**src/rtl/capf_pkg.sv**
```systemverilog
package capf_pkg;
  localparam int ORD_W     = 2;
  localparam int MAX_SHIFT = 4;
  localparam int CNT_W     = MAX_SHIFT;
  localparam int CFG_W     = 8;
  localparam int BIT_BRST  = 7;
  localparam int BIT_DROP  = 5;
  localparam int BIT_AVG   = 4;
  localparam logic [CFG_W-1:0] CFG_MASK  = 8'h33;
  localparam logic [CFG_W-1:0] CFG_RESET = 8'h10;

  // index of the last sample in a block: N-1 where N = 2^(order+1)
  function automatic logic [CNT_W-1:0] block_last(input logic [ORD_W-1:0] ord);
    case (ord)
      2'd0:    block_last = 4'd1;
      2'd1:    block_last = 4'd3;
      2'd2:    block_last = 4'd7;
      default: block_last = 4'd15;
    endcase
  endfunction

  function automatic logic [2:0] block_shift(input logic [ORD_W-1:0] ord);
    block_shift = 3'(ord) + 3'd1;
  endfunction
endpackage

```
**src/rtl/capf_cfg_reg.sv**
```systemverilog
module capf_cfg_reg
  import capf_pkg::*;
(
  input  logic             clk,
  input  logic             rst,
  input  logic             wr_en,
  input  logic [CFG_W-1:0] wr_data,
  output logic [CFG_W-1:0] rd_data,
  output logic             drop_en,
  output logic             avg_en,
  output logic [ORD_W-1:0] avg_order,
  output logic             base_rst_cmd,
  output logic             acc_clear
);
  logic [CFG_W-1:0] cfg_q;

  always_ff @(posedge clk) begin
    if (rst) cfg_q <= CFG_RESET;
    else if (wr_en) cfg_q <= wr_data & CFG_MASK;
  end

  assign rd_data      = cfg_q;
  assign drop_en      = cfg_q[BIT_DROP];
  assign avg_en       = cfg_q[BIT_AVG];
  assign avg_order    = cfg_q[ORD_W-1:0];
  assign base_rst_cmd = wr_en && wr_data[BIT_BRST];
  assign acc_clear    = wr_en && ((wr_data[BIT_AVG] != cfg_q[BIT_AVG]) ||
                                  (wr_data[ORD_W-1:0] != cfg_q[ORD_W-1:0]));
endmodule

```
**src/rtl/capf_avg_bank.sv**
```systemverilog
module capf_avg_bank
  import capf_pkg::*;
#(
  parameter int NUM_SENSORS = 2,
  parameter int RAW_W       = 16,
  parameter int IDX_W       = 1
) (
  input  logic             clk,
  input  logic             rst,
  input  logic             clear,
  input  logic             avg_en,
  input  logic [ORD_W-1:0] avg_order,
  input  logic             in_valid,
  input  logic [IDX_W-1:0] in_sensor,
  input  logic [RAW_W-1:0] in_count,
  output logic             out_valid,
  output logic [IDX_W-1:0] out_sensor,
  output logic [RAW_W-1:0] out_count
);
  localparam int ACC_W = RAW_W + MAX_SHIFT;
  localparam int DEPTH = 1 << IDX_W;

  logic [ACC_W-1:0] acc_mem [DEPTH];
  logic [CNT_W-1:0] cnt_mem [DEPTH];

  logic [ACC_W-1:0] sum;
  logic [ACC_W-1:0] shifted;
  logic             last;

  always_comb begin
    sum     = acc_mem[in_sensor] + ACC_W'(in_count);
    shifted = sum >> block_shift(avg_order);
    last    = (cnt_mem[in_sensor] == block_last(avg_order));
  end

  always_ff @(posedge clk) begin
    if (rst) begin
      out_valid  <= 1'b0;
      out_sensor <= '0;
      out_count  <= '0;
    end else begin
      out_valid  <= in_valid && (!avg_en || last);
      out_sensor <= in_sensor;
      out_count  <= avg_en ? shifted[RAW_W-1:0] : in_count;
    end
  end

  always_ff @(posedge clk) begin
    if (rst || clear) begin
      for (int i = 0; i < DEPTH; i++) begin
        acc_mem[i] <= '0;
        cnt_mem[i] <= '0;
      end
    end else if (in_valid && avg_en) begin
      if (last) begin
        acc_mem[in_sensor] <= '0;
        cnt_mem[in_sensor] <= '0;
      end else begin
        acc_mem[in_sensor] <= sum;
        cnt_mem[in_sensor] <= cnt_mem[in_sensor] + 1'b1;
      end
    end
  end
endmodule

```
**src/rtl/capf_baseline_bank.sv**
```systemverilog
module capf_baseline_bank #(
  parameter int NUM_SENSORS = 2,
  parameter int RAW_W       = 16,
  parameter int IDX_W       = 1
) (
  input  logic                         clk,
  input  logic                         rst,
  input  logic                         reload_cmd,
  input  logic                         flt_valid,
  input  logic [IDX_W-1:0]             flt_sensor,
  input  logic [RAW_W-1:0]             flt_count,
  output logic [NUM_SENSORS*RAW_W-1:0] baseline
);
  for (genvar g = 0; g < NUM_SENSORS; g++) begin : g_sensor
    logic [RAW_W-1:0] base_q;
    logic             armed_q;
    logic             hit;

    assign hit = flt_valid && (flt_sensor == IDX_W'(g)) && (armed_q || reload_cmd);

    always_ff @(posedge clk) begin
      if (rst) begin
        base_q  <= '0;
        armed_q <= 1'b1;
      end else if (hit) begin
        base_q  <= flt_count;
        armed_q <= 1'b0;
      end else if (reload_cmd) begin
        armed_q <= 1'b1;
      end
    end

    assign baseline[g*RAW_W +: RAW_W] = base_q;
  end
endmodule

```
**src/rtl/cap_sample_filter.sv**
```systemverilog
module cap_sample_filter
  import capf_pkg::*;
#(
  parameter int NUM_SENSORS = 2,
  parameter int RAW_W       = 16,
  parameter int IDX_W       = (NUM_SENSORS > 1) ? $clog2(NUM_SENSORS) : 1
) (
  input  logic                         clk,
  input  logic                         rst,
  input  logic                         cfg_wr_en,
  input  logic [7:0]                   cfg_wr_data,
  output logic [7:0]                   cfg_rd_data,
  input  logic                         smp_valid,
  input  logic [IDX_W-1:0]             smp_sensor,
  input  logic [RAW_W-1:0]             smp_count,
  input  logic                         smp_bus_busy,
  output logic                         flt_valid,
  output logic [IDX_W-1:0]             flt_sensor,
  output logic [RAW_W-1:0]             flt_count,
  output logic [NUM_SENSORS*RAW_W-1:0] baseline
);
  logic             drop_en, avg_en, base_rst_cmd, acc_clear, accepted;
  logic [ORD_W-1:0] avg_order;

  capf_cfg_reg u_cfg (
    .clk          (clk),
    .rst          (rst),
    .wr_en        (cfg_wr_en),
    .wr_data      (cfg_wr_data),
    .rd_data      (cfg_rd_data),
    .drop_en      (drop_en),
    .avg_en       (avg_en),
    .avg_order    (avg_order),
    .base_rst_cmd (base_rst_cmd),
    .acc_clear    (acc_clear)
  );

  assign accepted = smp_valid && !(drop_en && smp_bus_busy);

  capf_avg_bank #(
    .NUM_SENSORS (NUM_SENSORS),
    .RAW_W       (RAW_W),
    .IDX_W       (IDX_W)
  ) u_avg (
    .clk        (clk),
    .rst        (rst),
    .clear      (acc_clear),
    .avg_en     (avg_en),
    .avg_order  (avg_order),
    .in_valid   (accepted),
    .in_sensor  (smp_sensor),
    .in_count   (smp_count),
    .out_valid  (flt_valid),
    .out_sensor (flt_sensor),
    .out_count  (flt_count)
  );

  capf_baseline_bank #(
    .NUM_SENSORS (NUM_SENSORS),
    .RAW_W       (RAW_W),
    .IDX_W       (IDX_W)
  ) u_base (
    .clk        (clk),
    .rst        (rst),
    .reload_cmd (base_rst_cmd),
    .flt_valid  (flt_valid),
    .flt_sensor (flt_sensor),
    .flt_count  (flt_count),
    .baseline   (baseline)
  );
endmodule

```
**config.mk**
```make
export PLATFORM = sky130hd
export DESIGN_NAME = cap_sample_filter
export DESIGN_NICKNAME = d
export VERILOG_FILES = /design/src/rtl/capf_pkg.sv /design/src/rtl/capf_cfg_reg.sv /design/src/rtl/capf_avg_bank.sv /design/src/rtl/capf_baseline_bank.sv /design/src/rtl/cap_sample_filter.sv
export SDC_FILE = /design/constraint.sdc
export NUM_CORES = 1
export LEC_CHECK = 0
export ABC_AREA = 1
export CORE_MARGIN = 1.5
export CORE_UTILIZATION = 59
export DETAILED_ROUTE_END_ITERATION = 7
export GPL_ROUTABILITY_DRIVEN = 0
export HOLD_SLACK_MARGIN = 0.02
export PLACE_DENSITY_LB_ADDON = 0.2
export SLEW_MARGIN = 10
export SYNTH_ARGS = -nofsm -noshare
export SYNTH_HDL_FRONTEND = slang
export SYNTH_SLANG_ARGS = --single-unit
```
**constraint.sdc**
```tcl
create_clock -name clk -period 4.9 [get_ports clk]
set_input_delay 0.735 -clock clk [delete_from_list [all_inputs] [get_ports clk]]
set_output_delay 0.735 -clock clk [all_outputs]
set_load 0.05 [all_outputs]
```
**Word-level counts from Yosys, hierarchy flattened**

Memories as Yosys holds them, arrays and structs flattened.
Cells that the tools add are included.

- Logic and storage cells: 67
- Bits in registers: 56
- Input bits: 30
- Bits in writable memories: 48
- Memories: 2
- Output and inout port bits: 58

Memory list:

| memory | depth | bits a word | read ports | clocked after memory_dff | write ports | line | text |
|---|---|---|---|---|---|---|---|
| u_avg.acc_mem | 2 | 20 | 1 | 0 | 2 | capf_avg_bank.sv:23 | `logic [ACC_W-1:0] acc_mem [DEPTH];` |
| u_avg.cnt_mem | 2 | 4 | 1 | 0 | 2 | capf_avg_bank.sv:24 | `logic [CNT_W-1:0] cnt_mem [DEPTH];` |

- Eq/ne operators: 5
- Reductions and logical operators: 22
- Multiplexer cells: 23
- Shift-type cells: 1
- Add/subtract/negate cells: 3
- Bitwise operators: 3

Operators with widths:

| kind | number |
|---|---|
| 2-to-1 mux 20 bit | 2 |
| adder 20 x 16 -> 20 bit | 1 |
| OR reduction 20 bit | 1 |
| right shift 20 x 3 -> 16 bit | 1 |
| 2-to-1 mux 1 bit | 17 |
| 2-to-1 mux 16 bit | 1 |
| case mux 4 bit (3 select lines) | 1 |
| logical AND 1 bit | 10 |
| 2-to-1 mux 4 bit | 2 |
| logical OR 1 bit | 5 |
| adder 4 x 1 -> 4 bit (second input constant) | 1 |
| equality test 4 bit | 1 |
| nonzero test 2 bit | 2 |
| OR reduction 4 bit | 1 |
| adder 2 x 1 -> 3 bit (second input constant) | 1 |
| equality test 2 x 1 -> 1 bit (second input constant) | 1 |
| equality test 2 bit (second input constant) | 1 |
| logical NOT 1 bit | 2 |
| logical NOT 2 bit | 1 |
| inequality test 2 bit | 1 |
| bitwise OR 1 bit | 2 |
| inequality test 1 bit | 1 |
| NOT 1 bit | 1 |

**Depth between registers and ports, before layout**

Gate-level depths: netlist of the first run.

- Depth after elaboration: 10
- Gate-level depth with buffers: 20
- Gate-level depth less buffers: 19

**Modules after synthesis**

A second synthesis of the first run with hierarchy kept.

- Cell total of the unflattened synthesis: 841
- Area, all modules: 6,013.3 um^2

Modules (own cells, without submodules):

| module | instances | cells an instance | area each (um^2) |
|---|---|---|---|
| capf_avg_bank | 1 | 592 | 4,325.4 |
| capf_baseline_bank | 1 | 205 | 1,401.3 |
| capf_cfg_reg | 1 | 42 | 274.0 |
| cap_sample_filter | 1 | 2 | 12.5 |

**Least setup slack after synthesis of the first run**

No wires, ideal clock.

- Kind: input to register
- Start: input smp_sensor
- End: memory u_avg.acc_mem[1][18] (netlist bit), data pin
- Path slack: 1.859 ns
- Stages: 18
- Buffers on the path: 2
- Required time: 4.634 ns
- Arrival time: 2.775 ns
- Path through: buf_6 > clkbuf_1 > nand2_1 > nand2_1 > ha_1 > inv_1 > fa_1 > inv_1 > nand3_1 > nand3_1 > nand3_1 > nand2_1 > nand2_1 > nand2_1 > nand3b_1 > and2_1 > nand2_4 > nor2_1

RTL lines:

| what | line | text |
|---|---|---|
| start: declaration | cap_sample_filter.sv:14 | `input logic [IDX_W-1:0] smp_sensor,` |
| end: declaration | capf_avg_bank.sv:23 |  |

**Worst setup path in the final report of the first run**

- Start: input smp_sensor
- End: register u_avg.out_count[5]

- Word-level cells in the longest chain between the ends: 4

RTL lines:

| what | line | text |
|---|---|---|
| memory read (2 x 20 bit) | - |  |
| adder 20 x 16 -> 20 bit | capf_avg_bank.sv:31 | `sum = acc_mem[in_sensor] + ACC_W'(in_count);` |
| right shift 20 x 3 -> 16 bit | capf_avg_bank.sv:32 | `shifted = sum >> block_shift(avg_order);` |
| 2-to-1 mux 16 bit | capf_avg_bank.sv:44 | `out_count <= avg_en ? shifted[RAW_W-1:0] : in_count;` |
| end signal: assignment | capf_avg_bank.sv:44 |  |
| end: declaration | capf_avg_bank.sv:18 | `output logic [RAW_W-1:0] out_count` |

No other way between the ends.
A chain may end at the register's enable or synchronous reset.

==> out/metrics.cfg, run 1 <==
[final_layout]
final-seq-area_um2=2560
antenna_cells=0
drive_gt1_share_pct=5.78
multiInputGateArea_um2=2780
num-fill-cells=748
nets=891
area_growth_pct=17.7

[logic_synthesis]
synth_top_area_cell=edfxtp_1
synth-warning-count=0
synthArstFlopShare_pct=0
avgSynthCellArea_um2=7.47
synthCells=775
synth_top_area_share_pct=24.9
post-synth-top-count-cell=nand2_1
synth_flop_cell=dfxtp_1
syn_area_um2=5790
synth_edf_count=48
yosys.cell_types.count=39
synth_area_leaders=edfxtp_1, dfxtp_1, nand2_1
synth.yosys.seq_area_share_pct=44.3
synth_common_cells=nand2_1, nor2_1, nand3_1
ys_ff_latch=104

[clocking]
clk_pin_slew_ns=0.10
clk_path_buf_depth=2
postCtsSetupBuffers=0
cts_tree=built
h-tree-depth=3
cts_root_buf=clkbuf_8
cts_num_sinks=104
numCtsBuffers=9
cts.repair.resized=0
clkLatencyLatePin_ns=0.38
cts_hold_buf=0

[route]
drtIter0Drc=489
routed_via_density=5.44
ant_nets=0
drt_pass1_iterations=5
wl_mm=14.0
avgRoutedWirePerCell_um=14.3
drc=0
vias=5315

[timing]
fin_crit_sh_pct=67.3
hold_slack_ns=0.492
slew_headroom_pct=46.6
finalHoldViolCount=0
final-setup-viol-count=0
period_needed_ns=3.30
fmax_mhz=303
tightest_slew_ns=0.800
slew_violations=0
fin_tns_setup_ns=0
fin_skew_ns=0.0139
rsz0062_at_grt=false

[power_and_ir_drop]
powerDensity_nw_per_um2=315
total_power_uw=2150
comb_power_share_pct=29.0
p_clk_share_pct=24.0
p_sw_share_pct=36.0
power_switching_uw=772
ir_worst_vdd_mv=0.211
power_frac_seq_pct=46.9
power.internal_uw=1370
leakage_uw=0.00316

[setup_path]
path_class=in -> reg
cp-start-kind=input pin
path_cells=buf_2, buf_4, nand2_1, nand2_1, ha_1, inv_1, fa_1, inv_1, nand3_1, nand3_1, nand3_1, nand2_1, xor2_1, nand2_1, nand3_1, nand3_1, a21oi_1
max_stage_delay_ns=0.47
required_ns=5.20
cp-end-kind=flip-flop
slowest_stage=xor2_1
crit_top_cell=nand3_1
crit_arrival_ns=3.60
critPathMaxFanout=48

[floorplan]
die_y_um=102
io_pins=88
core_um2=9370
num_rows=35
dieArea_um2=10400
die_w_um=102
initial_core_util_pct=61.7

[flow_run]
cap_viol_max_count=0

[global_route]
met1_usage_pct=37.0
antenna_found_initial=0
overflow=0
met3_usage_pct=4.10
grt_first_pass_wirelength_mm=22.5
grtUsageTotal_pct=27.9
busiest_layer=met2
grt_max_degree=49
grt_util_met2_pct=46.1
grt_pass1_vias=4893

[place]
io_buffers=80
hpwlAfterDp_mm=10.5

[hold_path]
hold_class=reg -> reg

[run_status]
outcome=finished, final reports clean

-- routing by layer --
| layer | up-vias | wire length [um] |
|---|---|---|
| met4 | 0 | 349 |
| met1 | 2401 | 6110 |
| li1 | 2636 | - |
| met5 | - | 0 |
| met3 | 33 | 1140 |
| met2 | 245 | 6400 |
-- layout make-up --
| class | count | share of cell area [%] |
|---|---|---|
| Clock inverter | 7 | 0.882 |
| Clock buffer | 9 | 1.82 |
| Sequential cell | 104 | 37.6 |
| Tap cell | 129 | 2.37 |
| Multi-Input combinational cell | 572 | 40.8 |
| Timing Repair Buffer | 91 | 12.9 |
| Inverter | 65 | 3.58 |
-- power by group through the flow --
stage / logic [uW] / clock network (uW) / registers [uW]
finish: 623 / 516 / 1010
global placement: 598 / 0 / 1020
CTS: 616 / 524 / 1010
detailed placement: 612 / 0 / 1030
floorplan: 347 / 0 / 1120
global route: 680 / 557 / 1010
-- registers in the layout (all words and copies together) (netlist names) --
signal,cells
u_avg.acc_mem,40
u_base.g_sensor.base_q,32
u_avg.out_count,16
u_avg.cnt_mem,8
u_cfg.rd_data,4
u_base.g_sensor.armed_q,2
u_avg.out_sensor,1
u_avg.out_valid,1
-- kinds of logic after synthesis --
kind of cell | Yosys count | share of synthesized area [%]
compound gates | 93 | 8.63
xor+xnor | 11 | 1.66
fa+ha+maj | 18 | 4.02
buf+inv | 102 | 7.83
flops | 104 | 44.3
mux | 3 | 0.584
other cells | 1 | 0.0648
simple gates | 443 | 32.9
-- worst max-delay path, delay by kind of cell --
| family | cells | cell delay (ns) |
|---|---|---|
| simple gates | 9 | 0.96 |
| buf+inv | 4 | 0.66 |
| fa+ha+maj | 2 | 0.56 |
| xor+xnor | 1 | 0.47 |
| compound gates | 1 | 0.16 |
-- metrics by stage --
step | instance area [um2] | setup slack (ns) | cells | util, %
CTS | 6810 | 1.69 | 977 | 72.7
detailed placement | 6630 | 1.32 | 961 | 70.7
finish | 6810 | 1.60 | 977 | 72.7
global route | 6810 | 1.34 | 977 | 72.7
global placement | 6630 | 1.42 | 961 | 70.7
floorplan | 5800 | 1.86 | 778 | -
-- final timing paths --
path / from / slack, ns / endpoint / cells after the start
worst max register to register: u_cfg.rd_data[4] / 2.20 / u_avg.acc_mem[0][9] / 5
worst max-delay path: smp_sensor / 1.60 / u_avg.out_count[5] / 17
worst min-delay path: u_base.g_sensor[0].base_q[1] / 0.49 / u_base.g_sensor[0].base_q[1] / 2
worst min register to register: u_base.g_sensor[0].base_q[1] / 0.49 / u_base.g_sensor[0].base_q[1] / 2
-- layout by cell type (no fill, tap or decap), types with 2 or more instances in the layout --
cell,netlist,routed
inv_1,63,63
edfxtp_1,48,48
inv_2,2,2
nor3_1,3,3
mux2i_1,2,2
buf_4,8,11
xnor2_1,6,6
inv_6,0,4
nand3_1,68,68
or2_2,4,4
and2_1,12,12
nand2_4,10,10
nand2_1,194,194
xor2_1,5,5
dfxtp_1,56,56
or2_1,2,2
nor2_1,140,140
o211ai_1,4,4
o21ai_2,2,2
a31oi_1,2,2
clkdlybuf4s50_1,0,79
nand4_1,3,3
o21ai_0,51,51
clkbuf_8,0,9
a21oi_1,30,30
conb_1,1,4
ha_1,17,17
nand3b_1,4,4
Power figures use the tool's default switching activity.
==> inputs of run 2 (changes only) <==
--- a/config.mk
+++ b/config.mk
@@ -7,7 +7,7 @@
 export LEC_CHECK = 0
 export ABC_AREA = 1
 export CORE_MARGIN = 1.5
-export CORE_UTILIZATION = 59
+export CORE_UTILIZATION = 49
 export DETAILED_ROUTE_END_ITERATION = 7
 export GPL_ROUTABILITY_DRIVEN = 0
 export HOLD_SLACK_MARGIN = 0.02
==> constraint.sdc (replaced) <==
create_clock -name clk -period 3 [get_ports clk]
set_input_delay 0.45 -clock clk [delete_from_list [all_inputs] [get_ports clk]]
set_output_delay 0.45 -clock clk [all_outputs]
set_load 0.05 [all_outputs]
==> run 2 against run 1 <==
Largest cell class unchanged. Routed wire length fell by 1.7%. Global-route usage fell by 5.2 points. Non-clock buffer count rose by 7. Highest routed layer unchanged. Combinational power rose by 67%. Largest power group unchanged.
==> out/metrics.cfg, run 2 (synthesized netlist as in run 1, its figures left out) <==
[clocking]
h-tree-depth=3
clkLatencyLatePin_ns=0.34
cts_hold_buf=0
numCtsBuffers=9
postCtsSetupBuffers=0
cts_num_sinks=104
cts_root_buf=clkbuf_16
clk_pin_slew_ns=0.07
cts.repair.resized=0
clk_path_buf_depth=2
cts_tree=built

[final_layout]
drive_gt1_share_pct=6.43
mostFrequentLayoutCell=nand2_1
antenna_cells=0
nets=898
regMostFlops=u_avg.acc_mem
mostFrequentLayoutCells=nand2_1, nor2_1, clkdlybuf4s50_1
area_growth_pct=21.4
reg_top3=u_avg.acc_mem x40, u_base.g_sensor.base_q x32, u_avg.out_count x16
largest_reg_flops=40
utilization_pct=61.3

[setup_path]
path_cells=clkdlybuf4s50_1, ha_1, inv_1, fa_1, inv_1, nand3_1, nand3_1, nand3_1, nand2_1, nand2_1, nand2_1, nand3b_1, and2_1, nand2_4, nor2_1
required_ns=3.10
r2r_end=u_avg.acc_mem[0][19]
slowest_stage=clkdlybuf4s50_1
rr_worst_depth=14
critical_path_depth=15
worst-path-buf-inv=3
max_stage_delay_ns=0.55
critPathMaxFanout=3
r2r_setup_slack_ns=0.36
path_class=in -> reg
timing.critical_path.to=u_avg.acc_mem[1][18]
cp-start-kind=input pin
r2r-start=u_avg.acc_mem[1][1]
crit_arrival_ns=2.78
cp-startpoint=smp_count[0]
crit_family=simple AND/OR/NAND/NOR gates
cp-end-kind=flip-flop

[route]
route.met2.wl_mm=6.36
ant_nets=0
routed-wl-met3_um=712
vias=5138
wl_mm=13.8
routed.top_layer=met4
routed_via_density=5.15
drt_pass1_iterations=5
drc=0
drtIter0Drc=438
avgRoutedWirePerCell_um=13.8
wl_met1_mm=6.47

[timing]
period_needed_ns=2.68
rsz0062_at_grt=false
slew_violations=0
final-setup-viol-count=0
hold_slack_ns=0.487
slew_headroom_pct=65.4
fmax_mhz=373
fin_skew_ns=0.00509
finalHoldViolCount=0
fin_crit_sh_pct=89.5
tightest_slew_ns=0.517

[flow_run]
cap_viol_max_count=0

[global_route]
grtUsageTotal_pct=22.7
grt_first_pass_wirelength_mm=23.0
grt_pass1_vias=4877
grt_max_degree=39
antenna_found_initial=0
overflow=0

[floorplan]
dieArea_um2=12500
initial_core_util_pct=50.5
die_y_um=112
die_w_um=112
num_rows=39
io_pins=88
core_um2=11500

[place]
io_buffers=80
hpwlAfterDp_mm=10.6

[power_and_ir_drop]
leakage_uw=0.00326
ir_worst_vdd_mv=0.258
powerDensity_nw_per_um2=541

[hold_path]
hold_class=reg -> reg

[run_status]
outcome=finished, final reports clean

-- run 2: cell count changes in the layout (fill, tap and decap cells not counted), moves of 3 or more --
cell / previous run / this run
buf_4: 11 / 15
buf_12: 0 / 3
clkbuf_8: 9 / 1
clkbuf_16: 0 / 9
inv_6: 4 / 0
-- run 2: routing by layer --
layer | vias up | track usage (%)
met5 | - | 0
met4 | 0 | 5.91
met3 | 14 | 3.92
met2 | 135 | 38.4
met1 | 2346 | 30.2
li1 | 2643 | -
-- run 2: worst min-delay path: stages, from the launching register on --
cell and delay, ns:
dfxtp_1 0.32, nor2_1 0.05, nor2_1 0.08
-- run 2: worst min-delay path by stage --
stage / depth (start not counted) / slack, ns / start / endpoint
finish: 2 / 0.49 / u_base.g_sensor[0].base_q[2] / u_base.g_sensor[0].base_q[2]
global route: 2 / 0.50 / smp_sensor / u_avg.acc_mem[0][1]
CTS: 2 / 0.49 / u_base.g_sensor[0].base_q[2] / u_base.g_sensor[0].base_q[2]
detailed placement: 2 / 0.47 / u_base.g_sensor[0].base_q[2] / u_base.g_sensor[0].base_q[2]
global placement: 2 / 0.46 / u_base.g_sensor[0].base_q[0] / u_base.g_sensor[0].base_q[0]
floorplan: 4 / 0.48 / u_base.g_sensor[1].armed_q / u_base.g_sensor[1].armed_q
-- run 2: cell type report --
| type | count | area (um2) |
|---|---|---|
| inverters | 65 | 244 |
| flip-flops and latches | 104 | 2560 |
| clock buffers | 11 | 243 |
| fillers | 1033 | 4440 |
| multi-input cells | 572 | 2780 |
| clock inverters | 5 | 47.5 |
| well taps | 143 | 179 |
| repair buffers | 98 | 968 |
-- run 2: per-stage QoR --
step,area (um2),power (uW),worst slack (ns),TNS [ns],cells
6_report,7030,3800,0.316,0,998
5_1_grt,7030,3990,0.150,0,998
4_1_cts,7030,3820,0.353,0,998
3_5_place_dp,6740,2700,-0.00918,-0.00918,982
3_3_place_gp,6740,2680,0.0621,0,982
2_1_floorplan,5800,2390,0.244,0,778
-- run 2: where the power goes --
| part | switching (uW) | internal [uW] |
|---|---|---|
| sequential | 51.2 | 1590 |
| clock | 493 | 627 |
| combinational | 686 | 355 |
| total | 1230 | 2570 |
